--- src/rtl/tsc_pkg.sv ---
package tsc_pkg;
  localparam int ADDR_W  = 2;
  localparam int NUM_THR = 2;

  localparam logic [ADDR_W-1:0] ADDR_THR0 = 2'd0;
  localparam logic [ADDR_W-1:0] ADDR_THR1 = 2'd1;
  localparam logic [ADDR_W-1:0] ADDR_CTRL = 2'd2;

  // slot word fields (LSB-0)
  localparam int F_VLD  = 0;
  localparam int F_IEN  = 1;
  localparam int F_DIR  = 2;
  localparam int F_CODE = 3;
  // control word fields
  localparam int F_EN   = 0;
  localparam int F_INTV = 1;

  typedef enum logic {SQ_IDLE = 1'b0, SQ_SETTLE = 1'b1} seq_state_t;
endpackage

--- src/rtl/tsc_regs.sv ---
module tsc_regs import tsc_pkg::*; #(
  parameter int DATA_W = 32,
  parameter int CODE_W = 7,
  parameter int INTV_W = 16
) (
  input  logic                clk,
  input  logic                rst,
  input  logic                we,
  input  logic [ADDR_W-1:0]   addr,
  input  logic [DATA_W-1:0]   wdata,
  output logic [DATA_W-1:0]   rdata,
  input  logic                smp_fire,
  input  logic                smp_idx,
  input  logic                smp_met,
  output logic [NUM_THR-1:0]  wr_hit,
  output logic [NUM_THR-1:0]  vld,
  output logic [NUM_THR-1:0]  ien,
  output logic [NUM_THR-1:0]  dir,
  output logic [NUM_THR-1:0]  stv,
  output logic [NUM_THR-1:0]  met,
  output logic [CODE_W-1:0]   code [NUM_THR],
  output logic                ctrl_en,
  output logic [INTV_W-1:0]   intv
);
  localparam int STV_BIT  = DATA_W - 2;
  localparam int MET_BIT  = DATA_W - 1;
  localparam int CTRL_TOP = F_INTV + INTV_W;

  logic [DATA_W-1:0] rd_mux;
  logic              unused_wbits;
  assign unused_wbits = ^wdata;

  for (genvar i = 0; i < NUM_THR; i++) begin : g_slot
    assign wr_hit[i] = we && (addr == ADDR_W'(i));

    always_ff @(posedge clk) begin
      if (rst) begin
        vld[i]  <= 1'b0;
        ien[i]  <= 1'b0;
        dir[i]  <= 1'b0;
        code[i] <= '0;
        stv[i]  <= 1'b0;
        met[i]  <= 1'b0;
      end else if (wr_hit[i]) begin
        vld[i]  <= wdata[F_VLD];
        ien[i]  <= wdata[F_IEN];
        dir[i]  <= wdata[F_DIR];
        code[i] <= wdata[F_CODE +: CODE_W];
        stv[i]  <= 1'b0;
        met[i]  <= 1'b0;
      end else if (smp_fire && (smp_idx == 1'(i))) begin
        stv[i]  <= 1'b1;
        met[i]  <= smp_met;
      end
    end

    // a write always leaves the slot's status invalid
    a_r3_write_clears: assert property (@(posedge clk) disable iff (rst)
      wr_hit[i] |=> (!stv[i] && !met[i]));
    // a sample not overridden by a write validates the status
    a_r4_status_set: assert property (@(posedge clk) disable iff (rst)
      (smp_fire && (smp_idx == 1'(i)) && !wr_hit[i]) |=> stv[i]);
  end

  always_ff @(posedge clk) begin
    if (rst) begin
      ctrl_en <= 1'b0;
      intv    <= '0;
    end else if (we && (addr == ADDR_CTRL)) begin
      ctrl_en <= wdata[F_EN];
      intv    <= wdata[F_INTV +: INTV_W];
    end
  end

  always_comb begin
    rd_mux = '0;
    case (addr)
      ADDR_THR0, ADDR_THR1: begin
        rd_mux[F_VLD]              = vld[addr[0]];
        rd_mux[F_IEN]              = ien[addr[0]];
        rd_mux[F_DIR]              = dir[addr[0]];
        rd_mux[F_CODE +: CODE_W]   = code[addr[0]];
        rd_mux[STV_BIT]            = stv[addr[0]];
        rd_mux[MET_BIT]            = met[addr[0]];
      end
      ADDR_CTRL: begin
        rd_mux[F_EN]               = ctrl_en;
        rd_mux[F_INTV +: INTV_W]   = intv;
      end
      default: rd_mux = '0;
    endcase
  end

  always_ff @(posedge clk) begin
    if (rst) rdata <= '0;
    else     rdata <= rd_mux;
  end

  // reserved control bits read as zero
  a_r2_ctrl_reserved: assert property (@(posedge clk) disable iff (rst)
    (addr == ADDR_CTRL) |=> (rdata[DATA_W-1:CTRL_TOP] == '0));
endmodule

--- src/rtl/tsc_seq.sv ---
module tsc_seq import tsc_pkg::*; #(
  parameter int INTV_W = 16
) (
  input  logic               clk,
  input  logic               rst,
  input  logic               en,
  input  logic [INTV_W-1:0]  intv,
  input  logic [NUM_THR-1:0] vld,
  input  logic [NUM_THR-1:0] dir,
  input  logic [NUM_THR-1:0] wr_hit,
  input  logic               cmp_above,
  output logic               sel,
  output logic               settling,
  output logic               smp_fire,
  output logic               smp_met
);
  seq_state_t        state;
  logic [INTV_W-1:0] cnt;
  logic [INTV_W-1:0] load_val;
  logic              active;
  logic              other;

  assign other    = ~sel;
  assign active   = en && (|vld);
  assign load_val = (intv == '0) ? INTV_W'(1) : intv;
  assign settling = (state == SQ_SETTLE);
  assign smp_fire = active && settling && vld[sel] && !wr_hit[sel]
                    && (cnt == INTV_W'(1));
  assign smp_met  = dir[sel] ? ~cmp_above : cmp_above;

  always_ff @(posedge clk) begin
    if (rst) begin
      state <= SQ_IDLE;
      sel   <= 1'b0;
      cnt   <= '0;
    end else if (!active) begin
      state <= SQ_IDLE;
    end else if (state == SQ_IDLE) begin
      state <= SQ_SETTLE;
      sel   <= vld[0] ? 1'b0 : 1'b1;
      cnt   <= load_val;
    end else if (!vld[sel]) begin
      sel   <= other;
      cnt   <= load_val;
    end else if (wr_hit[sel]) begin
      cnt   <= load_val;
    end else if (smp_fire) begin
      if (vld[other]) sel <= other;
      cnt   <= load_val;
    end else begin
      cnt   <= cnt - INTV_W'(1);
    end
  end

  // with both slots valid, every sample hands over to the other slot
  a_r6_alternate: assert property (@(posedge clk) disable iff (rst)
    (smp_fire && (&vld) && !(|wr_hit)) |=> (sel != $past(sel)));
  // a write to the settling slot postpones its sample
  a_r9_restart: assert property (@(posedge clk) disable iff (rst)
    (settling && active && wr_hit[sel] && (intv > INTV_W'(1))) |=> !smp_fire);
  // dropping run enable returns to idle
  a_r8_stop: assert property (@(posedge clk) disable iff (rst)
    $fell(en) |=> !settling);
endmodule

--- src/rtl/thermal_sampler.sv ---
module thermal_sampler import tsc_pkg::*; #(
  parameter int DATA_W = 32,
  parameter int CODE_W = 7,
  parameter int INTV_W = 16
) (
  input  logic              clk,
  input  logic              rst,
  input  logic              reg_we,
  input  logic [1:0]        reg_addr,
  input  logic [DATA_W-1:0] reg_wdata,
  output logic [DATA_W-1:0] reg_rdata,
  output logic [CODE_W-1:0] dac_code,
  input  logic              cmp_above,
  output logic              irq
);
  logic [NUM_THR-1:0] wr_hit, vld, ien, dir, stv, met;
  logic [CODE_W-1:0]  code [NUM_THR];
  logic               ctrl_en;
  logic [INTV_W-1:0]  intv;
  logic               sel, settling, smp_fire, smp_met;

  tsc_regs #(.DATA_W(DATA_W), .CODE_W(CODE_W), .INTV_W(INTV_W)) u_regs (
    .clk(clk), .rst(rst), .we(reg_we), .addr(reg_addr), .wdata(reg_wdata),
    .rdata(reg_rdata), .smp_fire(smp_fire), .smp_idx(sel), .smp_met(smp_met),
    .wr_hit(wr_hit), .vld(vld), .ien(ien), .dir(dir), .stv(stv), .met(met),
    .code(code), .ctrl_en(ctrl_en), .intv(intv)
  );

  tsc_seq #(.INTV_W(INTV_W)) u_seq (
    .clk(clk), .rst(rst), .en(ctrl_en), .intv(intv), .vld(vld), .dir(dir),
    .wr_hit(wr_hit), .cmp_above(cmp_above), .sel(sel), .settling(settling),
    .smp_fire(smp_fire), .smp_met(smp_met)
  );

  assign dac_code = code[sel];

  always_ff @(posedge clk) begin
    if (rst) irq <= 1'b0;
    else     irq <= ctrl_en && (|(stv & met & ien));
  end

  // no interrupt while the run enable is clear
  a_r8_irq_off: assert property (@(posedge clk) disable iff (rst)
    !ctrl_en |=> !irq);
  // the DAC code holds steady through a settle interval
  a_r4_dac_hold: assert property (@(posedge clk) disable iff (rst)
    (settling && $past(settling) && !$past(smp_fire) && !$past(|wr_hit))
      |-> $stable(dac_code));
endmodule

--- config.mk ---
export PLATFORM = sky130hd
export DESIGN_NAME = thermal_sampler
export DESIGN_NICKNAME = d
export VERILOG_FILES = /design/src/rtl/tsc_pkg.sv /design/src/rtl/tsc_regs.sv /design/src/rtl/tsc_seq.sv /design/src/rtl/thermal_sampler.sv
export SDC_FILE = /design/constraint.sdc
export NUM_CORES = 1
export LEC_CHECK = 0
export BUFFER_PORTS_ARGS = -buffer_cell sky130_fd_sc_hd__buf_4
export CAP_MARGIN = 20
export CORE_ASPECT_RATIO = 1.2
export CORE_MARGIN = 5
export CORE_UTILIZATION = 30
export CTS_CLUSTER_DIAMETER = 120
export DETAILED_ROUTE_END_ITERATION = 8
export PLACE_DENSITY = 0.49
export SETUP_SLACK_MARGIN = 0.05
export SLEW_MARGIN = 20
export SYNTH_ARGS = -nofsm -noshare
export SYNTH_HDL_FRONTEND = slang
export SYNTH_SLANG_ARGS = --single-unit
--- constraint.sdc ---
create_clock -name clk -period 2.3 [get_ports clk]
set_clock_uncertainty 0.05 [all_clocks]
set_input_delay 0.575 -clock clk [delete_from_list [all_inputs] [get_ports clk]]
set_output_delay 0.575 -clock clk [all_outputs]
set_load 0.005 [all_outputs]
## Word-level counts from Yosys, hierarchy flattened

Cells that the tools add are included.

| storage, ports and cells | value |
|---|---|
| latch bits | 0 |
| memories kept | 0 |
| RAM bits | 0 |
| output and inout port bits | 40 |
| bits in read-only memories | 0 |
| bits in registers | 92 |
| input bits | 38 |

| cells by class | value |
|---|---|
| eq/ne operators | 6 |
| mux-type cells | 38 |
| bitwise operators | 8 |
| order comparisons | 5 |
| shift-type cells | 0 |
| divide/modulo/power cells | 0 |
| reductions and logical operators | 22 |
| add/subtract/negate cells | 1 |
| multipliers | 0 |

Operator list:

| cell | count |
|---|---|
| $mux W16 | 5 |
| $mux W7 | 6 |
| $mux W1 | 26 |
| $pmux W10 S2 | 1 |
| $eq A16 B1 Y1 const B | 1 |
| $logic_not A16 Y1 | 1 |
| $sub A16 B1 Y16 const B | 1 |
| $reduce_or A2 Y1 | 7 |
| $logic_and A1 B1 Y1 | 11 |
| $ne A3 B3 Y1 const B | 3 |
| $lt A1 B2 Y1 const B | 3 |
| $and A2 B2 Y2 | 2 |
| $ge A2 B2 Y1 const B | 2 |
| $not A1 Y1 | 4 |
| $not A1 Y2 | 2 |
| $reduce_and A4 Y1 | 1 |
| $eq A2 B1 Y1 const B | 1 |
| $eq A2 B2 Y1 const B | 1 |
| $logic_not A2 Y1 | 1 |
| $logic_not A1 Y1 | 1 |

## Longest topological paths before layout

| depth | value |
|---|---|
| word-level depth | 11 |
| gate-level depth with buffers | 8 |
| depth with buffers taken out | 7 |

## Cells and area by module

Synthesis repeated with hierarchy kept, for this count alone.

| unflattened totals | value |
|---|---|
| cells, all modules | 459 |
| area, all modules | 3851.2 sq um |

By module, submodules not included:

| module | area an instance (sq um) | instances | cells an instance |
|---|---|---|---|
| tsc_regs | 2312.2 | 1 | 263 |
| tsc_seq | 1381.3 | 1 | 183 |
| thermal_sampler | 157.7 | 1 | 13 |

## Least setup slack after synthesis

No wires, ideal clock.

| timing | value |
|---|---|
| path type | in2reg |
| start | in reg_addr[1] |
| end | reg u_seq.cnt[10] |
| path slack | 0.074 ns |
| stages on the path | 7 |
| path buffers | 2 |
| arrival time | 2.046 ns |
| required time | 2.120 ns |
| cells stage by stage | buf_2 -> nand2b_1 -> o211ai_2 -> a21oi_2 -> buf_2 -> mux2i_1 -> o32ai_1 |

| between the ends | value |
|---|---|
| cells in the longest elaborated chain, start to end | 11 |

RTL lines:

| element | line | RTL |
|---|---|---|
| from (decl) | thermal_sampler.sv:9 | `input logic [1:0] reg_addr,` |
| $eq A2 B1 Y1 or $logic_not A2 Y1 (tied branches) | tsc_regs.sv:34 | `assign wr_hit[i] = we && (addr == ADDR_W'(i));` |
| $logic_and A1 B1 Y1 | tsc_regs.sv:34 |  |
| $mux W1 (implied by the code) (*) (2 in a row) | tsc_seq.sv:27, tsc_seq.sv:45 |  |
| $logic_not A1 Y1 | tsc_seq.sv:27 | `assign smp_fire = active && settling && vld[sel] && !wr_hit[sel]` |
| $logic_and A1 B1 Y1 | tsc_seq.sv:27 |  |
| $logic_and A1 B1 Y1 | tsc_seq.sv:28 | `&& (cnt == INTV_W'(1));` |
| $mux W16 | tsc_seq.sv:47 | `end else if (smp_fire) begin` |
| $mux W16 (*) | tsc_seq.sv:45 | `end else if (wr_hit[sel]) begin` |
| $mux W16 (*) | tsc_seq.sv:42 | `end else if (!vld[sel]) begin` |
| $mux W16 (*) | tsc_seq.sv:38 | `end else if (state == SQ_IDLE) begin` |
| to (signal assigned) | tsc_seq.sv:44 | `cnt <= load_val;` |
| to (signal assigned) | tsc_seq.sv:46 | `cnt <= load_val;` |
| to (signal assigned) | tsc_seq.sv:49 | `cnt <= load_val;` |
| to (decl) | tsc_seq.sv:18 | `logic [INTV_W-1:0] cnt;` |

Mark *: on every way between the ends. The rest lies on a longest branch, timed or not. The select of a mux whose other input is x is not followed.
A chain may end at the register's enable or synchronous reset.

## Final worst setup path

| timing | value |
|---|---|
| start | reg u_seq.cnt[7] |
| end | reg u_regs.met[1] |

| between the ends | value |
|---|---|
| cells in the longest elaborated chain, start to end | 3 |

RTL lines:

| element | line | RTL |
|---|---|---|
| from (signal assigned) | tsc_seq.sv:41 | `cnt <= load_val;` |
| from (signal assigned) | tsc_seq.sv:44 |  |
| from (signal assigned) | tsc_seq.sv:46 |  |
| $eq A16 B1 Y1 | tsc_seq.sv:28 |  |
| $logic_and A1 B1 Y1 | tsc_seq.sv:28 |  |
| $logic_and A1 B1 Y1 | tsc_regs.sv:51 | `end else if (smp_fire && (smp_idx == 1'(i))) begin` |
| to (signal, indexed assignment) | tsc_regs.sv:53 | `met[i] <= smp_met;` |
| to (decl) | tsc_regs.sv:20 | `output logic [NUM_THR-1:0] met,` |

No other way between the ends.

==> results.md <==
* Status: finished, final reports clean
* Count of input and output buffers at 49
* Post-route antenna net violation count at 0
* Antenna Diode Count at 0
* Routed len/inst at around 15 um
* Worst setup SP type: flop
* Commonest non-fill, non-tap cell in the layout: buf_4
* Maximum operating frequency at 470 MHz
* Cells after Synth at around 430
* Area growth, synth to finish at 29.2%
* Relative slew slack at approximately 53%
* Half-perimeter wire length after placement at 7.39 mm
* Latest clock arrival within the worst-skew pair at between 0.3 and 0.4 ns
* Global placement routability congestion at about 0.85
* Full die area at roughly 0.015 sq mm
* Area share of the largest cell type after synthesis at between 40 and 50%
* VDD IR max at around 310 uV
* Initial Utilization at between 30% and 40%
* Clk buf depth at 2
* Unique masters post-synth at 53
* Layout cells sized above 1 at between 20% and 30%
* Pre-CTS setup slack at 0.0136 ns
* Htree depth at 3
* Clock root buffer: clkbuf_16
* Post-Route WL at slightly above 10 mm
* CP Capture Type: flop
* Final setup viols at 0
* Mean cell area of the mapped netlist at 8.58 sq um
* Slew @ Worst Pin at 0.697 ns
* Bufs and invs on worst path at 0
* Worst-path clk slew at about 0.06 ns
* Via count at about 3200
* Critical Path Max Stage Delay at about 0.6 ns
* Total I/O pin count at 78
* Sequential share of the synthesized area at a little over two fifths
* Synth top area cells: dfxtp_1, mux2i_1, nand2_1
* Max Cap Violations at 0
* Most frequent cells in the layout: buf_4, dfxtp_1, nand2_1
* Fillers at 1210
* Setup ws final at approximately 0.17 ns
* P per Cell Area at about 670 mW/mm^2
* Die Ht at around 130 um
* Top Family by Delay on Critical Path: simple AND/OR/NAND/NOR gates
* CP required at between 2 and 2.5 ns
* Crit path max fanout at 5
* Register area at 0.00158 sq mm
* Critical Path AT at ~2.3 ns
* Row cnt at between 40 and 50
* Total gr overflow at 0
* Area of the core at between 0.01 and 0.015 sq mm
* CP Class: reg -> reg
* First-pass GRT wire length at 16.8 mm
* Vias per inst at between 4 and 5
* TritonCTS clock tree: yes
* Multi-input gate area at about 0.0019 sq mm
* CTS sink cnt at slightly below 80
* Crit share post-route at between 90% and 100%
* Yosys reg bits at 79
* Residual DRC at 0
* Slew Limit Fails at 0
* Final Net Count at about 540
* Leak Pwr at around 1.9 nW
* Mapped Area at 0.00366 sq mm
* Yosys top cell by area: dfxtp_1
* Global-route usage over all layers at 14.5%
* Slowest CP cell: or4_4
* Min-delay worst type: reg -> reg
* CP cell instances: or3_4, or4_4, nor4_4, nor2_1, a2111oi_2
* DRT iter0 DRCs at between 200 and 250
* TNS Setup at 0 ns
* Largest net degree at the start of global routing at 26
* Number of global-route vias before repair at 3245
* CTS buffer count at 9
* Die W at around 110 um
* Period minus WS final at between 2 and 2.5 ns
* Initial antenna violation count at 0
* RSZ-0062 raised after global routing: false
* Synthesis Warnings at 0
* Final hold violations at 0
* TritonRoute pass-1 iters at 4
## area by class of cell
cell class / instances / area share, %
multi-input cells: 306 / 40.3
flip-flops and latches: 79 / 33.4
repair buffers: 88 / 14.2
clock buffers: 11 / 4.92
well taps: 161 / 4.26
clock inverters: 5 / 1.74
inverters: 14 / 1.11
## per-stage QoR
stage | instance area, sq um | utilization (%) | std cells | power (mW) | hold slack [ns]
after global routing | 4730 | 39.3 | 664 | 3.29 | 0.444
after CTS | 4660 | 38.6 | 659 | 3.21 | 0.421
after global placement | 4330 | 35.9 | 642 | 1.68 | 0.403
final | 4730 | 39.3 | 664 | 3.17 | 0.420
after detailed placement | 4330 | 35.9 | 642 | 1.69 | 0.412
after floorplan | 3710 | - | 439 | 1.59 | 0.396
## what timing repair did
action                                  CTS  global route
resized for setup                         2             9
buffers inserted                          1             5
pin swaps                                 1             5
hold buffers                              0             0
endpoints found under the setup margin    1            14
gates cloned                              0             0
## Yosys cell counts, drive strengths merged
master	instances
nor3b	1
a221oi	2
or3	5
o31ai	2
and3b	1
a41o	1
o211ai	1
a21o	2
or3b	1
and4	1
a31oi	3
nor4	9
o21ai	11
o21a	1
o32ai	4
nor4b	1
nand4bb	1
clkbuf	18
o211a	1
a211oi	3
a2111oi	3
ha	2
nor3	13
and2	8
conb	1
dfxtp	79
or4	2
nor2	44
nand2b	1
or2	1
a22oi	1
mux2i	30
buf	22
nand4b	1
o311a	1
a21oi	47
a32o	4
xnor2	2
inv	14
nand3	6
nand3b	1
xor2	1
nor2b	2
nand2	62
mux2	10
## registers in the layout, indices dropped and copies added, names as in the netlist
register / cells
u_seq.sel: 1
irq: 1
u_regs.intv: 16
u_regs.vld: 2
u_regs.code: 14
u_seq.cnt: 16
u_regs.dir: 2
u_seq.settling: 1
u_regs.ien: 2
u_regs.rdata: 19
u_regs.stv: 2
u_regs.ctrl_en: 1
u_regs.met: 2
## layer usage
layer,routed length [um],up-vias,track usage [%]
met5,0,-,0
met3,479,5,2.75
met1,4560,1540,17.9
li1,-,1604,-
met2,5030,79,25.5
met4,129,0,4.78
## final timing paths
path / slack (ns) / startpoint / cells after the start / to
max: 0.17 / u_seq.cnt[7]$_SDFFE_PP0N_ / 5 / u_regs.met[1]$_SDFFE_PP0P_
min: 0.42 / u_regs.code[1]$_SDFFE_PP0P_ / 2 / u_regs.code[1]$_SDFFE_PP0P_
max reg2reg: 0.17 / u_seq.cnt[7]$_SDFFE_PP0N_ / 5 / u_regs.met[1]$_SDFFE_PP0P_
min reg2reg: 0.42 / u_regs.code[1]$_SDFFE_PP0P_ / 2 / u_regs.code[1]$_SDFFE_PP0P_
## worst reg2reg max path, cell delays in order, from the launching register on
cell	delay, ns
dfxtp_1	0.35
or3_4	0.43
or4_4	0.59
nor4_4	0.21
nor2_1	0.09
a2111oi_2	0.31
## cells by family after synthesis
kind of cell             after synthesis  synth area share, %
AND/OR/NAND/NOR                      161                 21.6
buffers and inverters                 54                 7.21
flip-flops                            79                 43.2
AO/OA/AOI/OAI                         87                 15.3
XOR/XNOR                               3                0.717
adder cells (fa/ha/maj)                2                0.683
multiplexers                          40                 11.3
other                                  1                0.102
## power by group
group / internal [mW] / switching (mW)
clock network: 0.951 / 0.563
registers: 1.40 / 0.0246
logic: 0.104 / 0.132
total: 2.45 / 0.720
(Power assumes the default switching activity.)
